File: src/rtl/dbgsess_pkg.sv
package dbgsess_pkg;

  localparam int RUN_W = 2;

  typedef enum logic [2:0] {
    SES_IDLE,
    SES_HALTING,
    SES_DEBUG,
    SES_STEP,
    SES_STEPWAIT
  } sesState_e;

  typedef enum logic [RUN_W-1:0] {
    RUN_NORMAL    = 2'b00,
    RUN_STOPPED   = 2'b01,
    RUN_HALTED    = 2'b10,
    RUN_CHECKSTOP = 2'b11
  } runCode_e;

  typedef struct packed {
    logic captureState;
    logic goAccept;
    logic goReject;
    logic exitDone;
  } ctrlStrobe_t;

endpackage

File: src/rtl/dbgsess_ctrl.sv
module dbgsess_ctrl
  import dbgsess_pkg::*;
#(
  parameter int NUM_REQ = 4
) (
  input  logic               clk,
  input  logic               rstN,
  input  logic [NUM_REQ-1:0] dbgReq,
  input  logic               waitMode,
  input  logic               instrDone,
  input  logic               goCmd,
  input  logic               goExit,
  input  logic               scanArmed,
  output ctrlStrobe_t        strb,
  output logic               sessionActive,
  output logic               inDebug,
  output logic               haltReq,
  output logic               stepEn,
  output logic               clearWait
);

  sesState_e state, stateNext;
  logic reqPending;
  logic goSeen;

  assign reqPending = |dbgReq;
  assign goSeen     = goCmd && (state == SES_DEBUG);

  always_comb begin
    stateNext         = state;
    strb              = '0;
    strb.goAccept     = goSeen && scanArmed;
    strb.goReject     = goSeen && !scanArmed;
    unique case (state)
      SES_IDLE: begin
        if (reqPending) begin
          stateNext         = SES_HALTING;
          strb.captureState = 1'b1;
        end
      end
      SES_HALTING: begin
        if (instrDone) stateNext = SES_DEBUG;
      end
      SES_DEBUG: begin
        if (strb.goAccept) begin
          if (!goExit) begin
            stateNext = SES_STEP;
          end else if (reqPending) begin
            stateNext = SES_DEBUG;
          end else begin
            stateNext     = SES_IDLE;
            strb.exitDone = 1'b1;
          end
        end
      end
      SES_STEP: begin
        stateNext = SES_STEPWAIT;
      end
      SES_STEPWAIT: begin
        if (instrDone) stateNext = SES_DEBUG;
      end
      default: stateNext = SES_IDLE;
    endcase
  end

  always_ff @(posedge clk or negedge rstN) begin
    if (!rstN) state <= SES_IDLE;
    else       state <= stateNext;
  end

  assign sessionActive = (state != SES_IDLE);
  assign inDebug       = (state == SES_DEBUG);
  assign haltReq       = (state == SES_HALTING);
  assign stepEn        = (state == SES_STEP);
  assign clearWait     = (state == SES_IDLE) && waitMode && reqPending;

  AST_STEP_PULSE: assert property (@(posedge clk) disable iff (!rstN)
    stepEn |=> !stepEn);
  AST_ENTRY_AFTER_DONE: assert property (@(posedge clk) disable iff (!rstN)
    $rose(inDebug) |-> $past(instrDone));
  AST_EXIT_CLOSES: assert property (@(posedge clk) disable iff (!rstN)
    (strb.goAccept && goExit && !reqPending) |=> !sessionActive);
  AST_PENDING_KEEPS: assert property (@(posedge clk) disable iff (!rstN)
    (strb.goAccept && goExit && reqPending) |=> (inDebug && sessionActive));

endmodule

File: src/rtl/dbgsess_dpath.sv
module dbgsess_dpath
  import dbgsess_pkg::*;
(
  input  logic             clk,
  input  logic             rstN,
  input  ctrlStrobe_t      strb,
  input  logic [RUN_W-1:0] runState,
  input  logic             scanStrobe,
  input  logic             sessionActive,
  output logic             scanArmed,
  output logic             cmdErr,
  output logic [RUN_W-1:0] savedState,
  output logic             restoreValid
);

  always_ff @(posedge clk or negedge rstN) begin
    if (!rstN) begin
      savedState   <= RUN_NORMAL;
      scanArmed    <= 1'b0;
      cmdErr       <= 1'b0;
      restoreValid <= 1'b0;
    end else begin
      if (strb.captureState) savedState <= runState;
      if (scanStrobe)         scanArmed <= 1'b1;
      else if (strb.goAccept) scanArmed <= 1'b0;
      if (scanStrobe)         cmdErr <= 1'b0;
      else if (strb.goReject) cmdErr <= 1'b1;
      restoreValid <= strb.exitDone;
    end
  end

  AST_GO_NEEDS_SCAN: assert property (@(posedge clk) disable iff (!rstN)
    strb.goAccept |-> scanArmed);
  AST_ERR_CLEARED: assert property (@(posedge clk) disable iff (!rstN)
    scanStrobe |=> !cmdErr);
  AST_SAVED_HELD: assert property (@(posedge clk) disable iff (!rstN)
    (sessionActive && $past(sessionActive)) |-> $stable(savedState));
  AST_RESTORE_ONE: assert property (@(posedge clk) disable iff (!rstN)
    restoreValid |=> !restoreValid);

endmodule

File: src/rtl/dbgsess_top.sv
module dbgsess_top
  import dbgsess_pkg::*;
#(
  parameter int NUM_REQ = 4
) (
  input  logic               clk,
  input  logic               rstN,
  input  logic [NUM_REQ-1:0] dbgReq,
  input  logic [1:0]         runState,
  input  logic               waitMode,
  input  logic               instrDone,
  input  logic               scanStrobe,
  input  logic               goCmd,
  input  logic               goExit,
  output logic               sessionActive,
  output logic               inDebug,
  output logic               cmdErr,
  output logic               haltReq,
  output logic               stepEn,
  output logic               clearWait,
  output logic [1:0]         restoreState,
  output logic               restoreValid
);

  ctrlStrobe_t strb;
  logic        scanArmed;

  dbgsess_ctrl #(.NUM_REQ(NUM_REQ)) ctrl_i (
    .clk          (clk),
    .rstN         (rstN),
    .dbgReq       (dbgReq),
    .waitMode     (waitMode),
    .instrDone    (instrDone),
    .goCmd        (goCmd),
    .goExit       (goExit),
    .scanArmed    (scanArmed),
    .strb         (strb),
    .sessionActive(sessionActive),
    .inDebug      (inDebug),
    .haltReq      (haltReq),
    .stepEn       (stepEn),
    .clearWait    (clearWait)
  );

  dbgsess_dpath dpath_i (
    .clk          (clk),
    .rstN         (rstN),
    .strb         (strb),
    .runState     (runState),
    .scanStrobe   (scanStrobe),
    .sessionActive(sessionActive),
    .scanArmed    (scanArmed),
    .cmdErr       (cmdErr),
    .savedState   (restoreState),
    .restoreValid (restoreValid)
  );

endmodule

File: config.mk
export PLATFORM = sky130hd
export DESIGN_NAME = dbgsess_top
export DESIGN_NICKNAME = d
export VERILOG_FILES = /design/src/rtl/dbgsess_pkg.sv /design/src/rtl/dbgsess_ctrl.sv /design/src/rtl/dbgsess_dpath.sv /design/src/rtl/dbgsess_top.sv
export SDC_FILE = /design/constraint.sdc
export NUM_CORES = 1
export LEC_CHECK = 0
export BUFFER_PORTS_ARGS = -buffer_cell sky130_fd_sc_hd__clkbuf_2
export CORE_AREA = 8 8 45 47
export DETAILED_ROUTE_END_ITERATION = 10
export DIE_AREA = 0 0 53 55
export SLEW_MARGIN = 20
export SYNTH_ARGS = -nofsm -noshare
export SYNTH_HDL_FRONTEND = slang
export SYNTH_SLANG_ARGS = --single-unit
File: constraint.sdc
create_clock -name clk -period 1.4 [get_ports clk]
set_input_delay 0 -clock clk [delete_from_list [all_inputs] [get_ports clk]]
set_output_delay 0 -clock clk [all_outputs]
set_load 0.05 [all_outputs]
**After elaboration in Yosys (flattened, before gate mapping)**

Index checks and enable logic that the tools add are counted.

- Mux-type cells: 16
- Equality and inequality tests: 7
- Reduce and logical (&&, ||, !) cells: 13

Operators with widths:

| kind | number |
|---|---|
| $mux W3 | 4 |
| $pmux W3 S4 | 1 |
| $mux W1 | 10 |
| $eq A3 B2 Y1 const B | 2 |
| $ne A2 B1 Y1 const B | 3 |
| $logic_and A1 B1 Y1 | 5 |
| $reduce_bool A2 Y1 | 2 |
| $reduce_or A4 Y1 | 1 |
| $eq A3 B1 Y1 const B | 1 |
| $eq A3 B3 Y1 const B | 1 |
| $logic_not A3 Y1 | 1 |
| $reduce_and A3 Y1 | 1 |
| $reduce_bool A3 Y1 | 1 |
| $mux W2 | 1 |
| $reduce_or A2 Y1 | 1 |
| $logic_not A1 Y1 | 1 |

- Bits in registers: 8
- Output and inout bits: 9
- Input port bits: 13
- Logic and storage cells: 41

**Depth between registers and ports, before layout**

- Depth in word-level cells: 5
- Gate-level depth with buffers: 4
- Mapped depth without buffers: 3

**By module**

A second synthesis with hierarchy kept.

- Cells, all modules: 38
- Area total of the unflattened synthesis: 397.9 um^2

By module, submodules not included:

| module | seq. area each (um^2) | area an instance (um^2) | cells an instance | times used |
|---|---|---|---|---|
| dbgsess_ctrl | 75.1 | 231.5 | 27 | 1 |
| dbgsess_dpath | 125.1 | 166.4 | 11 | 1 |

**Worst setup path after synthesis**

OpenSTA, ideal clock, no wires.

- Path kind: register to register
- Start point: register ctrl_i.state[1]
- End point: register dpath_i.scanArmed
- Slack: -907 ps
- Setup time: 118 ps
- Stages on the path, launching flop included: 5
- Data required time: 1282 ps
- Path buffers: 1
- Period minus slack after synthesis: 2307 ps
- Arrival time: 2188 ps
- Path through: dfrtp_1 > buf_2 > nor3b_1 > nand2_1 > a21o_1

- Word-level cells in the longest chain between the ends: 4

RTL lines:

| what | line | RTL |
|---|---|---|
| start: declaration | dbgsess_ctrl.sv:22 | `sesState_e state, stateNext;` |
| start signal: assignment | dbgsess_ctrl.sv:68 | `else state <= stateNext;` |
| $eq A3 B2 Y1 | n/a |  |
| net inDebug | dbgsess_top.sv:16 | `output logic inDebug,` |
| $logic_and A1 B1 Y1 | dbgsess_ctrl.sv:27 | `assign goSeen = goCmd && (state == SES_DEBUG);` |
| $logic_and A1 B1 Y1 | dbgsess_ctrl.sv:32 | `strb.goAccept = goSeen && scanArmed;` |
| $reduce_bool A2 Y1 (no source line) | n/a |  |
| end signal: assignment | dbgsess_dpath.sv:19 | `scanArmed <= 1'b0;` |
| end signal: assignment | dbgsess_dpath.sv:24 | `if (scanStrobe) scanArmed <= 1'b1;` |
| end signal: assignment | dbgsess_dpath.sv:25 | `else if (strb.goAccept) scanArmed <= 1'b0;` |
| end: declaration | dbgsess_dpath.sv:10 | `output logic scanArmed,` |

The timed path passes the listed nets, and every way through them passes these cells.
A chain may end at the register's enable or synchronous reset.

**Worst setup path after layout**

- Start point: register ctrl_i.state[2]
- End point: output port clearWait

- Word-level cells in the longest chain between the ends: 3

RTL lines:

| what | line | RTL |
|---|---|---|
| $logic_not A3 Y1 | dbgsess_ctrl.sv:75 | `assign clearWait = (state == SES_IDLE) && waitMode && reqPending;` |
| $logic_and A1 B1 Y1 (2 in a row) | dbgsess_ctrl.sv:75 |  |
| end: declaration | dbgsess_top.sv:20 | `output logic clearWait,` |

Every way passes these cells.

==> out/metrics.cfg <==
[outcome]
outcome=finished with violations
violations=negative setup slack

[synth]
synthTopCellsByArea=dfrtp_1 48%, mux2_4 7.3%, nor3b_1 3.6%
ys_seq_area_share_pct=48.48
syn_area_per_cell_um2=10.87
synth_fp_nets=51
yosysTopAreaCell=dfrtp_1
yosysTopAreaCellShare_pct=48.48
synth_cell_types=24
syn_inst=38
synth_seq_cells=8
netlist_area_um2=412.9
yosysWarnings=0

[floorplanning]
rows=14
fp.dieH_um=55
dieWidth_um=53
coreArea_um2=1384
dieArea_um2=2915
ios=22
start_util_pct=29.84

[placement]
place_hpwl_um=856.4
place_inst=77
place_congestion=0.7632
io_buffers=21

[drt]
drc=0
drt_iter0_drc=4
vias=409
drt.antenna.violating_nets=0
routedWlPerCell_um=12.47
vias_per_cell=4.756
wl_um=1072
dr.pass1.iters=3

[timing]
slew_headroom_pct=81.18
finClkSkew_ns=0.008397
finalSetupViolCount=3
worst_slack_ns=-0.1113
fmax_mhz=661.7
fin_crit_sh_pct=107.9
rsz0062_at_grt=yes
period_needed_ns=1.511
hold_viol_final=0
slew_viol_final=0
worstMarginPinSlew_ns=0.2836

[hold_path]
min_from=goCmd
hold_class=input pin to register
min_to=dpath_i.restoreValid
whs_path_depth=3

[finish]
layout.cells.non_filler=86
synthToLayoutAreaGrowth_pct=60.61
nNetsFinal=85
n_fill_cell=134
drive_above_1_share_pct=51.43
n_antenna_cell=0
utilization_pct=47.92

[setup_path]
worst_ep_required_time_ns=1.40
arrival_ns=1.51
end_kind=output port
r2r_end=dpath_i.savedState[1]
path_max_fanout=3
timing.rr.start=ctrl_i.state[2]
path_class=register to output port
cp-start-kind=register
rr_worst_depth=3
reg2reg_setup_slack_ns=-0.04

[job]
drv_cap=0

[power_and_ir_drop]
peakVddDrop_mv=0.7451
power.density_nw_per_um2=2340
p_leak_nw=0.3379

[cts]
h-tree-depth=1
cts.sinks=8
root_buffer=clkbuf_4
worstSkewPairLatency_ns=0.25
clk_pin_slew_worst_paths_ns=0.05
cts_max_path_buffers=2
cts_buffers=3
cts_tree=yes

[global_routing]
antenna_found_initial=0
grt_use_total_pct=9.016
grt_pass1_wl_um=1876
grt_pass1_vias=424
grt_overflow=0
grt_max_degree=10

[metrics by stage]
stage	hold WS (ns)	setup WS, ns	area (µm²)	total power, mW	TNS [ns]
2_1_floorplan	-0.2956	-0.2404	437.9	1.133	-0.9732
3_3_place_gp	-0.1371	-0.01608	570.5	1.303	-0.03104
3_5_place_dp	-0.1316	-0.04132	570.5	1.316	-0.07673
4_1_cts	0.03626	-0.1492	651.9	1.530	-0.2403
5_1_grt	0.02873	-0.1610	663.1	1.663	-0.2771
6_report	0.04063	-0.1113	663.1	1.552	-0.1792
[final cells by class]
type,count,area (µm²),share of cell area [%]
multi-input combinational,26,207.7,31.32
timing repair buffer,31,205.2,30.94
tap,16,20.02,3.019
inverter,2,7.507,1.132
clock buffer,3,22.52,3.396
sequential,8,200.2,30.19
[state kept, by name (all words and copies together), names as in the netlist]
name	count
dpath_i.scanArmed	1
dpath_i.cmdErr	1
ctrl_i.state	3
dpath_i.savedState	2
dpath_i.restoreValid	1
[power breakdown]
part | internal (mW) | total (mW) | switching (mW)
Sequential | 0.309 | 0.351 | 0.0416
Clock | 0.0982 | 0.178 | 0.0795
Combinational | 0.402 | 1.02 | 0.621
Total | 0.810 | 1.55 | 0.742
[critical path: stages, from the launching register on]
cell	delay [ns]
dfrtp_1	0.38
or3_4	0.38
or2_4	0.26
nor2_4	0.09
buf_8	0.15
[cell usage after synthesis]
| library cell | instances |
|---|---|
| nor4b_1 | 1 |
| nand2b_1 | 1 |
| a21o_1 | 1 |
| o31ai_1 | 1 |
| a211o_1 | 1 |
| nor2_1 | 3 |
| buf_6 | 1 |
| nand4_1 | 1 |
| nor3b_1 | 2 |
| and3_1 | 1 |
| nor3_1 | 1 |
| nand2_1 | 2 |
| buf_2 | 1 |
| or3_4 | 1 |
| o311a_1 | 1 |
| mux2_4 | 2 |
| nor4_1 | 2 |
| dfrtp_1 | 8 |
| o21ai_0 | 1 |
| and4b_1 | 1 |
| inv_1 | 2 |
| or2_4 | 1 |
| or2_2 | 1 |
| nand3_1 | 1 |
[placed cells by master, fill, tap and decap left out, drive strengths merged, types with 2 or more instances in the layout]
cell	instances
nand2	2
buf	9
or2	2
nor3b	2
inv	2
dfrtp	8
clkbuf	20
mux2	2
dlygate4sd3	5
nor4	2
nor2	3
[routing by layer]
| metal | vias up | global-route usage [%] | wire length [µm] |
|---|---|---|---|
| li1 | 204 | - | - |
| met1 | 187 | 9.274 | 492 |
| met2 | 18 | 14.26 | 486 |
| met3 | 0 | 5.882 | 94 |
| met4 | 0 | 3.879 | 0 |
| met5 | - | 0 | 0 |
[worst max path at each step]
stage	start	endpoint	slack (ns)	cells past startpoint
after floorplan	ctrl_i.state[1]	dpath_i.savedState[0]	-0.24	4
after global placement	ctrl_i.state[2]	dpath_i.savedState[0]	-0.02	3
after detailed placement	ctrl_i.state[2]	dpath_i.savedState[1]	-0.04	3
after CTS	ctrl_i.state[2]	clearWait	-0.15	4
after global routing	ctrl_i.state[2]	clearWait	-0.16	4
final	ctrl_i.state[2]	clearWait	-0.11	4
[cell families (layout without fill, tap and decap cells)]
| logic type | count (synthesis) | after routing | synth area share (%) |
|---|---|---|---|
| AO/OA/AOI/OAI | 5 | 5 | 9.395 |
| flip-flops | 8 | 8 | 48.48 |
| buffers and inverters | 4 | 36 | 5.757 |
| AND/OR/NAND/NOR | 19 | 19 | 29.09 |
| multiplexers | 2 | 2 | 7.273 |
[repair_timing]
action	in CTS	in global routing
hold buffers	5	0
setup endpoints to repair	3	5
resized for setup	2	4
buffers inserted	0	1
endpoints found under the hold margin	13	0
Note: power is estimated with default switching activity, not from simulation.
